===== src/rtl/sram_ctl_pkg.sv =====
`timescale 1ns/1ps
package sram_ctl_pkg;

    typedef enum logic [2:0] {
        ST_IDLE,
        ST_RD,
        ST_WP,
        ST_WH,
        ST_TURN
    } sram_st_e;

    // Whole clock cycles that cover ns nanoseconds, never fewer than one.
    function automatic int ns_to_cyc(input int ns, input int clk_ns);
        int c;
        c = (ns + clk_ns - 1) / clk_ns;
        if (c < 1) c = 1;
        return c;
    endfunction

    function automatic int max3(input int a, input int b, input int c);
        int m;
        m = a;
        if (b > m) m = b;
        if (c > m) m = c;
        return m;
    endfunction

endpackage


===== src/rtl/sram_ctl_timer.sv =====
`timescale 1ns/1ps
module sram_ctl_timer #(
    parameter int CW = 2
) (
    input  logic          clk,
    input  logic          rst,
    input  logic          load,
    input  logic [CW-1:0] load_val,
    output logic          zero
);
    logic [CW-1:0] cnt_d, cnt_q;

    always_comb begin
        cnt_d = cnt_q;
        if (load) begin
            cnt_d = load_val;
        end else if (cnt_q != '0) begin
            cnt_d = cnt_q - 1'b1;
        end
    end

    always_ff @(posedge clk) begin
        if (rst) cnt_q <= '0;
        else     cnt_q <= cnt_d;
    end

    assign zero = (cnt_q == '0);
endmodule


===== src/rtl/sram_ctl_fsm.sv =====
`timescale 1ns/1ps
module sram_ctl_fsm
    import sram_ctl_pkg::*;
#(
    parameter int AW       = 12,
    parameter int DW       = 4,
    parameter int CW       = 2,
    parameter int ACC_CYC  = 3,
    parameter int WP_CYC   = 2,
    parameter int TURN_CYC = 2
) (
    input  logic          clk,
    input  logic          rst,
    input  logic          host_req,
    input  logic          host_we,
    input  logic [AW-1:0] host_addr,
    input  logic [DW-1:0] host_wdata,
    output logic [DW-1:0] host_rdata,
    output logic          host_done,
    output logic          mem_ce_n,
    output logic          mem_we_n,
    output logic          mem_oe_n,
    output logic [AW-1:0] mem_addr,
    output logic [DW-1:0] mem_dq_o,
    output logic          mem_dq_oe,
    input  logic [DW-1:0] mem_dq_i,
    output logic          tmr_load,
    output logic [CW-1:0] tmr_val,
    input  logic          tmr_zero
);
    localparam logic [CW-1:0] ACC_LD  = CW'(ACC_CYC - 1);
    localparam logic [CW-1:0] WP_LD   = CW'(WP_CYC - 1);
    localparam logic [CW-1:0] TURN_LD = CW'(TURN_CYC - 1);

    typedef struct packed {
        sram_st_e      st;
        logic          ce_n;
        logic          we_n;
        logic          oe_n;
        logic          dq_oe;
        logic          done;
        logic [AW-1:0] addr;
        logic [DW-1:0] wdata;
        logic [DW-1:0] rdata;
    } regs_t;

    localparam regs_t RST_V = '{
        st:    ST_IDLE,
        ce_n:  1'b1,
        we_n:  1'b1,
        oe_n:  1'b1,
        dq_oe: 1'b0,
        done:  1'b0,
        addr:  '0,
        wdata: '0,
        rdata: '0
    };

    regs_t r_d, r_q;

    always_comb begin
        r_d      = r_q;
        r_d.done = 1'b0;
        tmr_load = 1'b0;
        tmr_val  = '0;
        case (r_q.st)
            ST_IDLE: begin
                if (host_req) begin
                    r_d.addr = host_addr;
                    r_d.ce_n = 1'b0;
                    tmr_load = 1'b1;
                    if (host_we) begin
                        r_d.st    = ST_WP;
                        r_d.we_n  = 1'b0;
                        r_d.dq_oe = 1'b1;
                        r_d.wdata = host_wdata;
                        tmr_val   = WP_LD;
                    end else begin
                        r_d.st   = ST_RD;
                        r_d.oe_n = 1'b0;
                        tmr_val  = ACC_LD;
                    end
                end
            end
            ST_RD: begin
                if (tmr_zero) begin
                    r_d.rdata = mem_dq_i;
                    r_d.ce_n  = 1'b1;
                    r_d.oe_n  = 1'b1;
                    r_d.done  = 1'b1;
                    r_d.st    = ST_TURN;
                    tmr_load  = 1'b1;
                    tmr_val   = TURN_LD;
                end
            end
            ST_WP: begin
                if (tmr_zero) begin
                    r_d.we_n = 1'b1;
                    r_d.ce_n = 1'b1;
                    r_d.done = 1'b1;
                    r_d.st   = ST_WH;
                end
            end
            ST_WH: begin
                r_d.dq_oe = 1'b0;
                r_d.st    = ST_IDLE;
            end
            ST_TURN: begin
                if (tmr_zero) r_d.st = ST_IDLE;
            end
            default: r_d = RST_V;
        endcase
    end

    always_ff @(posedge clk) begin
        if (rst) r_q <= RST_V;
        else     r_q <= r_d;
    end

    assign host_rdata = r_q.rdata;
    assign host_done  = r_q.done;
    assign mem_ce_n   = r_q.ce_n;
    assign mem_we_n   = r_q.we_n;
    assign mem_oe_n   = r_q.oe_n;
    assign mem_addr   = r_q.addr;
    assign mem_dq_o   = r_q.wdata;
    assign mem_dq_oe  = r_q.dq_oe;
endmodule


===== src/rtl/sram_ctl.sv =====
`timescale 1ns/1ps
module sram_ctl
    import sram_ctl_pkg::*;
#(
    parameter int AW        = 12,
    parameter int DW        = 4,
    parameter int CLK_NS    = 10,
    parameter int T_ACC_NS  = 25,
    parameter int T_WP_NS   = 20,
    parameter int T_TURN_NS = 15
) (
    input  logic          clk,
    input  logic          rst,
    input  logic          host_req,
    input  logic          host_we,
    input  logic [AW-1:0] host_addr,
    input  logic [DW-1:0] host_wdata,
    output logic [DW-1:0] host_rdata,
    output logic          host_done,
    output logic          mem_ce_n,
    output logic          mem_we_n,
    output logic          mem_oe_n,
    output logic [AW-1:0] mem_addr,
    output logic [DW-1:0] mem_dq_o,
    output logic          mem_dq_oe,
    input  logic [DW-1:0] mem_dq_i
);
    localparam int ACC_CYC  = ns_to_cyc(T_ACC_NS, CLK_NS);
    localparam int WP_CYC   = ns_to_cyc(T_WP_NS, CLK_NS);
    localparam int TURN_CYC = ns_to_cyc(T_TURN_NS, CLK_NS);
    localparam int MAX_CYC  = max3(ACC_CYC, WP_CYC, TURN_CYC);
    localparam int CW       = $clog2(MAX_CYC + 1);

    logic          tmr_load;
    logic [CW-1:0] tmr_val;
    logic          tmr_zero;

    sram_ctl_timer #(.CW(CW)) u_tmr (
        .clk      (clk),
        .rst      (rst),
        .load     (tmr_load),
        .load_val (tmr_val),
        .zero     (tmr_zero)
    );

    sram_ctl_fsm #(
        .AW       (AW),
        .DW       (DW),
        .CW       (CW),
        .ACC_CYC  (ACC_CYC),
        .WP_CYC   (WP_CYC),
        .TURN_CYC (TURN_CYC)
    ) u_fsm (
        .clk        (clk),
        .rst        (rst),
        .host_req   (host_req),
        .host_we    (host_we),
        .host_addr  (host_addr),
        .host_wdata (host_wdata),
        .host_rdata (host_rdata),
        .host_done  (host_done),
        .mem_ce_n   (mem_ce_n),
        .mem_we_n   (mem_we_n),
        .mem_oe_n   (mem_oe_n),
        .mem_addr   (mem_addr),
        .mem_dq_o   (mem_dq_o),
        .mem_dq_oe  (mem_dq_oe),
        .mem_dq_i   (mem_dq_i),
        .tmr_load   (tmr_load),
        .tmr_val    (tmr_val),
        .tmr_zero   (tmr_zero)
    );
endmodule


===== config.mk =====
export PLATFORM = sky130hd
export DESIGN_NAME = sram_ctl
export DESIGN_NICKNAME = d
export VERILOG_FILES = /design/src/rtl/sram_ctl_pkg.sv /design/src/rtl/sram_ctl_timer.sv /design/src/rtl/sram_ctl_fsm.sv /design/src/rtl/sram_ctl.sv
export SDC_FILE = /design/constraint.sdc
export NUM_CORES = 1
export LEC_CHECK = 0
export CELL_PAD_IN_SITES_DETAIL_PLACEMENT = 1
export CELL_PAD_IN_SITES_GLOBAL_PLACEMENT = 2
export CORE_ASPECT_RATIO = 0.6
export CORE_MARGIN = 1
export CORE_UTILIZATION = 35
export DETAILED_ROUTE_END_ITERATION = 8
export DONT_BUFFER_PORTS = 1
export PLACE_DENSITY = 0.74
export SYNTH_ARGS = -nofsm -noshare
export SYNTH_HDL_FRONTEND = slang
export SYNTH_HIERARCHICAL = 1
export SYNTH_SLANG_ARGS = --single-unit
export TNS_END_PERCENT = 5

===== constraint.sdc =====
create_clock -name clk -period 1.86 [get_ports clk]
set_input_delay 0.186 -clock clk [delete_from_list [all_inputs] [get_ports clk]]
set_output_delay 0.186 -clock clk [all_outputs]
set_load 0.01 [all_outputs]

==> results by group <==
Routing
  – # DRC: 0
  – 1st-iter DRT viols: 44
  – Avg WL per Cell: 16.3 µm
  – Post-route ant nets: 0
  – Vias: 989
  – Pre-antenna DRT Iters: 4
  – Vias/cell: 5.29
  – Final wirelength: 3050 µm

Synthesis
  – Seq/Total Area, Yosys: 43.6%
  – EDFF count, synth: 0
  – Top-area cell type share of the netlist area: 43.6%
  – Largest cells by area after synthesis: dfxtp_1, buf_4, a22oi_1
  – Compound-Gate Fraction of Synth Area: 19.3%
  – Yosys reg bits: 30
  – Leading area contributor after synthesis: dfxtp_1
  – Synth async-reset ratio: 0%
  – Adder-cell share of the synthesized area: 0.908%
  – Mean Syn Cell Area: 8.95 µm²
  – Post-synthesis simple-gate area fraction: 20.6%
  – Main combinational cell family by area after synthesis: simple AND/OR/NAND/NOR gates
  – Yosys cell types: 36
  – Post-synthesis mux area share: 0%
  – XOR/XNOR Fraction of Synth Area: 1.27%
  – Synth Flop Type: dfxtp_1
  – Netlist area before placement: 0.00138 mm²
  – Syn Nets: 179
  – Syn Inst Count: 154
  – Synth warn: 6

Cells and area
  – Finished Layout Cells: 187
  – Cell area after layout: 0.00141 mm²
  – Nets@finish: 164
  – Synthesis-to-finish area growth: 2.27%
  – Diodes inserted: 0
  – Share of cells above drive strength 1: 12.1%

STA
  – Clk_skew: 0.00556 ns
  – Tightest Pin Transition: 0.992 ns
  – Final Hold Fails: 0
  – Minimum period implied by the final worst setup slack: 1.66 ns
  – Relative slew slack: 33.6%
  – Final setup viols: 0
  – Period utilisation layout: 89.5%
  – RSZ-0062 raised after global routing: no
  – Fmax: 601 MHz
  – Final-report max-slew violation count: 0
  – Setup TNS: 0 ns

Global routing
  – Antenna violations before repair: 0
  – Vias in the first global route: 987
  – Total Routing Usage GR: 15.1%
  – Busiest grt layer: met2
  – GR Util met3: 6.25%
  – M1 GR Usage: 19.6%
  – Pin count of the biggest net entering global routing: 28
  – Global route overflow: 0
  – First-pass GRT wire length: 4800 µm
  – Met2 usage: 22.5%

Die
  – Core box area: 0.00372 mm²
  – Top Ports: 49
  – Die X: 83.0 µm
  – Die height: 50.6 µm
  – Die area: 0.00420 mm²
  – Initial Utilization: 37.0%
  – Row cnt: 17

Power
  – Sw Ratio: 33.4%
  – Pleak: 0.526 nW
  – Clk pwr share: 29.8%
  – Power density cells: 1520 mW/mm²
  – Comb power frac: 28.0%
  – Net Switching: 0.000717 W
  – Internal power component: 0.00143 W
  – Flop pwr share: 42.2%
  – VDD IR-drop max: 0.450 mV

Placement
  – Inst Count DP: 178
  – Post-detail-place hpwl: 2150 µm
  – IO Port Bufs: 0
  – Routability Congestion: 0.721
  – DP Area: 0.00129 mm²

Setup path
  – Kind of start point of the critical path: register
  – Setup crit start: u_fsm/r_q[26]
  – R2R depth: 4
  – Worst r2r src: u_fsm/r_q[26]
  – Req. time, crit path: 2.04 ns
  – Crit. End Element: register
  – Max FO, Critical Path: 12
  – Crit Path Class: register to register
  – Critical path arrival: 1.84 ns

Hold path
  – Hold Crit Depth: 1
  – Hold crit path type: input port to register
  – Hold_sp: rst

Clock network
  – # clock sinks: 30
  – CTS tree: done
  – Root Buffer: clkbuf_8
  – Clock latency on the worst-skew pair: 0.28 ns
  – Clock transition at path regs: 0.07 ns
  – Clk buf depth: 2
  – H-tree Lvls: 2
  – TritonCTS Buffers: 5
  – Setup bufs post-CTS: 0

Flow run
  – Max_cap viols: 0

Run status
  – Status: complete, no violations
-- layer usage --
metal  wire length, µm  vias to the layer above  share of wire, %
li1                  -                      484                 -
met1              1530                      472                50
met2              1310                       31                43
met3               193                        2               6.3
met4                16                        0              0.52
met5                 0                        -                 0
-- cell usage after synthesis, types with 2 or more instances --
cell type / instances
dfxtp_1: 30
buf_4: 20
nor2_1: 19
a22oi_1: 17
a21oi_1: 8
nand2_1: 7
nor2b_1: 7
buf_2: 5
nand3_1: 4
inv_1: 3
nand3b_1: 3
nor3_1: 3
and2_1: 2
clkbuf_1: 2
nand2b_1: 2
o21ai_0: 2
-- cell type report --
cell class	instances	area (µm²)
Fill cell	432	2310
Sequential cell	30	601
Multi-Input combinational cell	93	582
Clock buffer	5	68.8
Tap cell	47	58.8
Timing Repair Buffer	6	47.5
Clock inverter	3	40.0
Inverter	3	11.3
-- registers in the layout (all words and copies together), names as in the netlist, 2 cells and up --
| signal | count |
|---|---|
| u_fsm/host_rdata | 4 |
| u_fsm/mem_addr | 12 |
| u_fsm/mem_dq_o | 4 |
| u_fsm/r_q | 3 |
| u_tmr/cnt_q | 2 |
-- through the flow --
| step | setup slack (ns) | hold WS [ns] | util [%] | total power [W] |
|---|---|---|---|---|
| after floorplan | 0.200 | 0.288 | - | 0.00143 |
| after global placement | 0.212 | 0.263 | 34.6 | 0.00148 |
| after detailed placement | 0.0605 | 0.263 | 34.6 | 0.00152 |
| after CTS | 0.0149 | 0.00744 | 37.8 | 0.00219 |
| after global routing | 0.105 | 0.00436 | 37.8 | 0.00230 |
| final | 0.196 | 0.0184 | 37.8 | 0.00215 |
-- timing repair --
action	in CTS	in global routing
setup endpoints to repair	0	12
hold buffers	1	0
endpoints found under the hold margin	27	0
gates resized for setup	0	1
-- power by group through the flow --
stage               Combinational (W)  Clock (W)  Sequential (W)
finish                       0.000601   0.000640        0.000906
global route                 0.000678   0.000698        0.000919
CTS                          0.000611   0.000668        0.000907
detailed placement           0.000599          0        0.000918
global placement             0.000560          0        0.000915
floorplan                    0.000582          0        0.000844
-- placed cells by master (no fill, tap or decap), drive strengths merged --
cell type     n
nor4b         2
a22oi        17
o22ai         1
clkinv        2
nand3         4
a21o          1
dlygate4sd3   1
nor3b         1
xor2          1
o41ai         1
clkbuf        5
o211ai        1
nor4          1
nor3          3
nand2         7
bufinv        1
ha            1
dfxtp        30
nand2b        2
and2b         1
a211o         1
nor2         19
o21bai        1
inv           3
o21ai         3
a21boi        1
or2           1
and2          2
nand3b        3
o31ai         1
buf           5
nor2b         7
a221o         1
a21oi         8
xnor2         1
-- path summary, 6_finish.rpt --
kind | endpoint | slack, ns
max reg2reg | u_tmr/cnt_q[1] | 0.20
min | u_fsm/mem_oe_n | 0.02
min reg2reg | u_fsm/mem_dq_o[0] | 0.51
max | u_tmr/cnt_q[1] | 0.20
-- critical path, cell delays in order (launching register included) --
cell     delay (ns)
dfxtp_1        0.64
nor2b_1        0.13
and2_1         0.19
or2_1          0.27
o41ai_2        0.35
-- logic make-up after synthesis --
family,count (synthesis)
compound gates,37
xor+xnor,2
simple gates,53
fa+ha+maj,1
flops,30
buf+inv,31
Note: power is estimated with default switching activity, not from simulation.
